===== src/rtl/viol_cnt_pkg.sv =====
package viol_cnt_pkg;
  // Single-cycle command strobes from control to datapath
  typedef struct packed {
    logic snapAll;
    logic snapOne;
    logic clearAll;
    logic clearOne;
  } cmd_t;
endpackage


===== src/rtl/viol_cnt_ctrl.sv =====
module viol_cnt_ctrl
  import viol_cnt_pkg::*;
#(
  parameter int RST_QUAL = 100
) (
  input  logic clk,
  input  logic rstN,
  input  logic snapAllReq,
  input  logic snapOneReq,
  input  logic clearAllReq,
  input  logic clearOneReq,
  output cmd_t cmd
);
  localparam int QW = $clog2(RST_QUAL + 1);
  localparam logic [QW-1:0] QUAL_FIRE = QW'(RST_QUAL - 1);
  localparam logic [QW-1:0] QUAL_TOP  = QW'(RST_QUAL);

  logic prevSnapAll, prevSnapOne, prevClearOne;
  logic [QW-1:0] qualCnt;

  always_ff @(posedge clk) begin
    if (!rstN) begin
      prevSnapAll  <= 1'b0;
      prevSnapOne  <= 1'b0;
      prevClearOne <= 1'b0;
      qualCnt      <= '0;
    end else begin
      prevSnapAll  <= snapAllReq;
      prevSnapOne  <= snapOneReq;
      prevClearOne <= clearOneReq;
      if (!clearAllReq)
        qualCnt <= '0;
      else if (qualCnt != QUAL_TOP)
        qualCnt <= qualCnt + 1'b1;
    end
  end

  always_comb begin
    cmd.snapAll  = snapAllReq  && !prevSnapAll;
    cmd.snapOne  = snapOneReq  && !prevSnapOne;
    cmd.clearOne = clearOneReq && !prevClearOne;
    cmd.clearAll = clearAllReq && (qualCnt == QUAL_FIRE);
  end

  // a snapshot strobe never repeats on the next cycle
  a_r5_snap_single: assert property (@(posedge clk) disable iff (!rstN)
    cmd.snapAll |=> !cmd.snapAll);
  // global clear fires only while the request is still high, and only once
  a_r8_clear_held: assert property (@(posedge clk) disable iff (!rstN)
    cmd.clearAll |-> (clearAllReq && $past(clearAllReq)));
  a_r8_clear_once: assert property (@(posedge clk) disable iff (!rstN)
    cmd.clearAll |=> !cmd.clearAll);
endmodule


===== src/rtl/viol_cnt_datapath.sv =====
module viol_cnt_datapath
  import viol_cnt_pkg::*;
#(
  parameter int NUM_CH = 14,
  parameter int CNT_W  = 16,
  parameter int SEL_W  = 4
) (
  input  logic              clk,
  input  logic              rstN,
  input  cmd_t              cmd,
  input  logic [NUM_CH-1:0] violStrb,
  input  logic [SEL_W-1:0]  chanSel,
  output logic [CNT_W-1:0]  rdData
);
  localparam logic [CNT_W-1:0] CNT_MAX = '1;

  logic [CNT_W-1:0]  liveCnt [NUM_CH];
  logic [CNT_W-1:0]  holdReg [NUM_CH];
  logic [NUM_CH-1:0] chanHit, clrHit, snapHit;
  logic              selValid;

  for (genvar g = 0; g < NUM_CH; g++) begin : gCh
    assign chanHit[g] = (chanSel == SEL_W'(g + 1));
    assign clrHit[g]  = cmd.clearAll || (cmd.clearOne && chanHit[g]);
    assign snapHit[g] = cmd.snapAll  || (cmd.snapOne  && chanHit[g]);

    always_ff @(posedge clk) begin
      if (!rstN || clrHit[g]) begin
        liveCnt[g] <= '0;
        holdReg[g] <= '0;
      end else begin
        if (violStrb[g] && liveCnt[g] != CNT_MAX)
          liveCnt[g] <= liveCnt[g] + 1'b1;
        if (snapHit[g])
          holdReg[g] <= liveCnt[g];
      end
    end

    // a clear leaves the channel at zero whatever the strobe did
    a_r9_clear_wins: assert property (@(posedge clk) disable iff (!rstN)
      clrHit[g] |=> (liveCnt[g] == '0 && holdReg[g] == '0));
    // without a clear the live count never goes down
    a_r3_no_wrap: assert property (@(posedge clk) disable iff (!rstN)
      !clrHit[g] |=> (liveCnt[g] >= $past(liveCnt[g])));
    // a snapshot captures the value from before the edge
    a_r10_snap_pre: assert property (@(posedge clk) disable iff (!rstN)
      (snapHit[g] && !clrHit[g]) |=> (holdReg[g] == $past(liveCnt[g])));
    // the holding register moves only on a command
    a_r2_hold_stable: assert property (@(posedge clk) disable iff (!rstN)
      (!snapHit[g] && !clrHit[g]) |=> $stable(holdReg[g]));
  end

  assign selValid = |chanHit;

  always_comb begin
    rdData = '0;
    for (int i = 0; i < NUM_CH; i++)
      rdData = rdData | (holdReg[i] & {CNT_W{chanHit[i]}});
  end

  // codes that select no channel read zero
  a_r4_none_zero: assert property (@(posedge clk) disable iff (!rstN)
    !selValid |-> (rdData == '0));
endmodule


===== src/rtl/viol_cnt_bank.sv =====
module viol_cnt_bank
  import viol_cnt_pkg::*;
#(
  parameter int NUM_CH   = 14,
  parameter int CNT_W    = 16,
  parameter int SEL_W    = 4,
  parameter int RST_QUAL = 100
) (
  input  logic              clk,
  input  logic              rstN,
  input  logic [NUM_CH-1:0] violStrb,
  input  logic [SEL_W-1:0]  chanSel,
  input  logic              snapAllReq,
  input  logic              snapOneReq,
  input  logic              clearAllReq,
  input  logic              clearOneReq,
  output logic [CNT_W-1:0]  rdData
);
  cmd_t cmd;

  viol_cnt_ctrl #(.RST_QUAL(RST_QUAL)) uCtrl (
    .clk(clk), .rstN(rstN),
    .snapAllReq(snapAllReq), .snapOneReq(snapOneReq),
    .clearAllReq(clearAllReq), .clearOneReq(clearOneReq),
    .cmd(cmd)
  );

  viol_cnt_datapath #(.NUM_CH(NUM_CH), .CNT_W(CNT_W), .SEL_W(SEL_W)) uDp (
    .clk(clk), .rstN(rstN), .cmd(cmd),
    .violStrb(violStrb), .chanSel(chanSel), .rdData(rdData)
  );
endmodule


===== config.mk =====
export PLATFORM = sky130hd
export DESIGN_NAME = viol_cnt_bank
export DESIGN_NICKNAME = d
export VERILOG_FILES = /design/src/rtl/viol_cnt_pkg.sv /design/src/rtl/viol_cnt_ctrl.sv /design/src/rtl/viol_cnt_datapath.sv /design/src/rtl/viol_cnt_bank.sv
export SDC_FILE = /design/constraint.sdc
export NUM_CORES = 1
export LEC_CHECK = 0
export BUFFER_PORTS_ARGS = -buffer_cell sky130_fd_sc_hd__buf_2
export CAP_MARGIN = 20
export CORE_ASPECT_RATIO = 1.2
export CORE_UTILIZATION = 30
export DETAILED_ROUTE_END_ITERATION = 10
export GPL_TIMING_DRIVEN = 0
export MAX_ROUTING_LAYER = met4
export PLACE_DENSITY = 0.47
export SYNTH_ARGS = -nofsm -noshare
export SYNTH_HDL_FRONTEND = slang
export SYNTH_SLANG_ARGS = --single-unit

===== constraint.sdc =====
create_clock -name clk -period 3.5 [get_ports clk]
set_clock_uncertainty 0.2 [all_clocks]
set_input_delay 0.7 -clock clk [delete_from_list [all_inputs] [get_ports clk]]
set_output_delay 0.7 -clock clk [all_outputs]
set_load 0.03 [all_outputs]

### Yosys cells after proc, flatten, opt, wreduce, memory -nomap -nowiden

Memories as Yosys holds them, arrays and structs flattened.
Index checks and enable logic that the tools add are counted.

* register bits after elaboration: 10
* bits in latches: 0
* RAM bits: 448
* ROM bits: 0
* input port bits: 24
* output and inout bits: 16
* memories kept: 2

Memory list
* uDp.holdReg: words 14, bits a word 16, rd ports 14, clocked after Yosys merged registers in 0, write ports 14, line viol_cnt_datapath.sv:18 `logic [CNT_W-1:0] holdReg [NUM_CH];`
* uDp.liveCnt: words 14, bits a word 16, rd ports 14, clocked after Yosys merged registers in 0, write ports 14, line viol_cnt_datapath.sv:17 `logic [CNT_W-1:0] liveCnt [NUM_CH];`

* add/subtract/negate cells: 15
* multiply operators: 0
* divide/modulo/power cells: 0
* $lt $le $gt $ge: 0
* equal/unequal tests: 30
* shifts and indexed selects: 0
* multiplexer cells: 140
* bitwise gates (word level): 55
* reduce and logical (&&, ||, !) cells: 93

Operators by type and width (count)
* 2-to-1 mux 16 bit: 28
* adder 16 x 1 -> 16 bit, second input constant: 14
* AND 16 bit: 14
* inequality test 16 bit, second input constant: 14
* bitwise OR 16 bit: 13
* 2-to-1 mux 1 bit: 112
* logical AND 1 bit: 46
* logical OR 1 bit: 42
* equality test 4 bit, second input constant: 7
* bitwise OR 1 bit: 28
* equality test 4 x 3 -> 1 bit, second input constant: 4
* equality test 4 x 2 -> 1 bit, second input constant: 2
* adder 7 x 1 -> 7 bit, second input constant: 1
* equality test 7 bit, second input constant: 1
* inequality test 7 bit, second input constant: 1
* equality test 4 x 1 -> 1 bit, second input constant: 1
* logical NOT 1 bit: 4
* AND reduction 2 bit: 1

### Longest topological paths before layout

* depth in word-level cells: 15
* depth in mapped cells: 9
* mapped depth without buffers: 6

### Hierarchy

A second synthesis with hierarchy kept.

* cell total of the unflattened synthesis: 2016
* area, all modules: 23333.6 um^2

By module, submodules not included
* viol_cnt_datapath: instances 1, cells each 1967, area an instance 22876.9 um^2
* viol_cnt_ctrl: instances 1, cells each 49, area an instance 456.7 um^2

### Worst setup path after synthesis

OpenSTA, ideal clock, no wires.

* path kind: input-to-output
* start: input chanSel[0]
* end: output rdData[4]
* data arrival time: 2.359 ns
* path slack: 0.241 ns
* cell stages on the path: 8
* path through: buf_2 -> buf_4 -> buf_4 -> buf_2 -> mux2i_1 -> o21ai_0 -> a21oi_1 -> o21ai_0

* cells in the longest elaborated chain, start to end: 15
* elaborated cells on any way between the ends: 41

RTL lines
* start: declaration: line viol_cnt_bank.sv:12 `input logic [SEL_W-1:0] chanSel,`
* equality test 4 x 1 -> 1 bit or equality test 4 x 2 -> 1 bit (tied branches): line viol_cnt_datapath.sv:23 `assign chanHit[g] = (chanSel == SEL_W'(g + 1));`
* AND 16 bit: line viol_cnt_datapath.sv:58 `rdData = rdData | (holdReg[i] & {CNT_W{chanHit[i]}});`
* bitwise OR 16 bit (12 in a row): line viol_cnt_datapath.sv:58
* bitwise OR 16 bit *: line viol_cnt_datapath.sv:58
* end: declaration: line viol_cnt_bank.sv:17 `output logic [CNT_W-1:0] rdData`

Every way passes the cells marked *; elsewhere a longest branch is shown, timed or not.

### Worst setup path in the final report

* start: input chanSel[0]
* end: output rdData[2]

The elaborated chain is that of the path after synthesis.

==> impl_results.md <==
- Setup WS pre-CTS: -958.7 ps
- RD Place Congestion: ~0.98
- CP Capture Type: output port
- Post-layout net count: around 2,100
- CP Launch Type: input pin
- Outcome: finished with violations
- DR iter-0 viols: about 1,200
- Die Ht: roughly 300 um
- Syn avg cell area: 11.55 um2
- Total grt overflow: 0
- # H-tree levels: 2
- Die width: approximately 250 um
- Reg-to-Reg Start: uCtrl.qualCnt[1]
- Post-CTS Hold Buffers: 0
- CTS buffer count: 50
- Core Util, Final: between 30% and 40%
- Layout cell share with drive strength beyond 1: between 10% and 20%
- Global-route wire length before repair: 102.5 mm
- Register clock-pin slew on the reported worst setup and hold paths: around 60 ps
- Rows: between 100 and 150
- Failing checks: design-rule violations, negative setup slack
- Synth warnings: 0
- Worst r2r dst: uDp.liveCnt[0][38]
- Endpoints failing setup: 2
- CP max FO: 10
- DRC violations left: 1
- Vias in the first global route: 15,330
- Worst slew pin tran: 785.6 ps
- Reg2Reg Setup Slack: slightly above 700 ps
- Drt via density: around 4.9
- Slew Limit Headroom: approximately 47%
- Hold WS: about 130 ps
- CTS tree: yes
- Hold depth: 2
- Ports: 40
- Worst Slack Setup Final: -9.822 ps
- Post-route antenna net violation count: 0
- Distinct cells, synth: between 70 and 80
- Final Max Tran Viols: 0
- Total wire length: 69.54 mm
- Max-Cap Viols: 0
- DPL Wire Length: ~53 mm
- Commonest non-fill, non-tap cells in the layout: edfxtp_1 (448), nor2_1 (304), and2_1 (225), nand2_1 (138), nand3_1 (120)
- Hold endpoint: uCtrl.prevSnapAll
- Pwr per Cell Area: just over 500 nW/um2
- Initial antenna violation count: 2
- Worst hold start: snapAllReq
- Peak supply drop: about 0.31 mV
- Period minus WS final: ~3500 ps
- Hold Path Class: input pin to flop
- Final std cells w/o fill: 3,104
- Crit path arrival time: 2610 ps
- CP required: between 2000 and 3000 ps
- Highest Clock Rate: between 200 and 300 MHz
- Syn nets: around 2,000
- Asr flop ratio synth: 0%
- Synthesized flop and latch total: roughly 460
- Post-DR wirelength/cell: approximately 22 um
- Leakage power: between 9 and 10 nW
- Initial DRT Pass Iterations: 9
- Die area: around 77,000 um2
- GRT Total Usage: between 10% and 20%
- Syn Std Cell Area: around 23,000 um2
- Largest net degree at the start of global routing: 17
- Commonest non-fill, non-tap cell in the layout: edfxtp_1
- Layout area overhead: 15.65%
- Final-report hold violation count: 0
- Clk Latency, worst-skew pair: 600 ps
- Sequential area share after synthesis: approximately three fifths
- Clock tree buffer depth: 3
- Initial Util: between 30% and 40%
- Critical path class: input pin to output port
- Fin crit share: 100.3%
- RSZ-0062 raised after global routing: true
- Synth Instances: about 2,000
- Worst R2R Path Depth: 6
- Most used DFF post-synth: edfxtp_1
- Port Buffers: 38
- Setup TNS: -15.04 ps
- # placed instances: roughly 3,000
- CTS Root Cell: clkbuf_16
- Core ar.: 75,010 um2
- Clk sinks: 458
- Post-synth EDFFs: 448
- Via count: around 15,000
routing by layer:
layer	global-route usage (%)	vias up	share of wire, %
li1	-	7197	-
met1	23.41	7592	43
met2	31.36	381	49
met3	2.977	112	5.0
met4	6.147	0	3.4
met5	-	-	0
final cells by class:
| cell class | instances | area (um2) |
|---|---|---|
| Buffer | 79 | 616.8 |
| Sequential cell | 458 | 13650 |
| Antenna cell | 1 | 2.502 |
| Fill cell | 7405 | 48760 |
| Tap cell | 1008 | 1261 |
| Clock inverter | 37 | 360.3 |
| Inverter | 28 | 110.1 |
| Timing Repair Buffer | 39 | 219.0 |
| Clock buffer | 54 | 1287 |
| Multi-Input combinational cell | 1400 | 8737 |
synthesized netlist by cell type, drive strengths merged (12+ instances only):
cell    count  share of area (%)
edfxtp    448                 59
nor2      308                5.1
and2      228                6.3
nand2     138                2.3
nand3     123                2.8
xor2      117                4.5
xnor2      85                3.3
buf        57                1.5
a21oi      42                1.0
and3       33               0.91
o21ai      33               0.73
nand4      32               0.88
a22oi      29               0.96
nor3       29               0.64
inv        27               0.45
mux2i      26                1.1
clkbuf     22               0.37
nor2b      22               0.67
and4       16               0.62
ha         16               0.88
mux2       15               0.74
nand2b     12               0.33
sequential cells by signal, summed over array words and instances, names as in the netlist:
register,cells
uCtrl.prevClearOne,1
uCtrl.qualCnt,7
uDp.liveCnt,224
uCtrl.prevSnapOne,1
uCtrl.prevSnapAll,1
uDp.holdReg,224
timing repair:
item	in CTS	in global routing
resized for setup	99	28
endpoints found under the setup margin	16	15
pin swaps	9	6
setup buffers	0	0
worst max-delay path by stage:
stage / startpoint / endpoint / slack [ps]
2_1_floorplan: chanSel[0] / rdData[4] / 240
3_3_place_gp: chanSel[1] / rdData[4] / -1010
3_5_place_dp: chanSel[1] / rdData[4] / -960
4_1_cts: chanSel[3] / rdData[0] / 2
5_1_grt: chanSel[0] / rdData[9] / -8
6_report: chanSel[0] / rdData[2] / -10
power breakdown:
part	internal (W)	switching, W	total [W]
combinational	0.000382	0.000723	0.00110
sequential	0.00645	0.000401	0.00685
clock	0.00311	0.00226	0.00537
total	0.00995	0.00338	0.0133
critical path: stages:
cell	delay (ps)
buf_4	180
buf_8	190
buf_12	190
buf_2	330
nand3_1	230
o21ai_0	230
a32oi_1	100
nand2_1	200
buf_2	240
per-stage QoR:
stage | total power [W] | cell area (um2)
after floorplan | 0.007410 | 22700
after global placement | 0.007977 | 24150
after detailed placement | 0.007982 | 24160
after CTS | 0.01345 | 26140
after global routing | 0.01378 | 26250
final | 0.01332 | 26250
kinds of logic (layout without fill, tap and decap cells):
family                     after synthesis  after routing  share of synthesized area, %
muxes                                   43             43                         2.089
buffers and inverters                  107            237                         2.332
AOI/OAI and AO/OA                      172            172                         5.292
other                                    0              1                             0
DFF                                    458            458                         60.15
adders and majority gates               16             16                        0.8820
and+or+nand+nor                        967            967                         21.46
xor gates and xnor gates               202            202                         7.795
No activity file was read; power rests on OpenSTA's default activity.
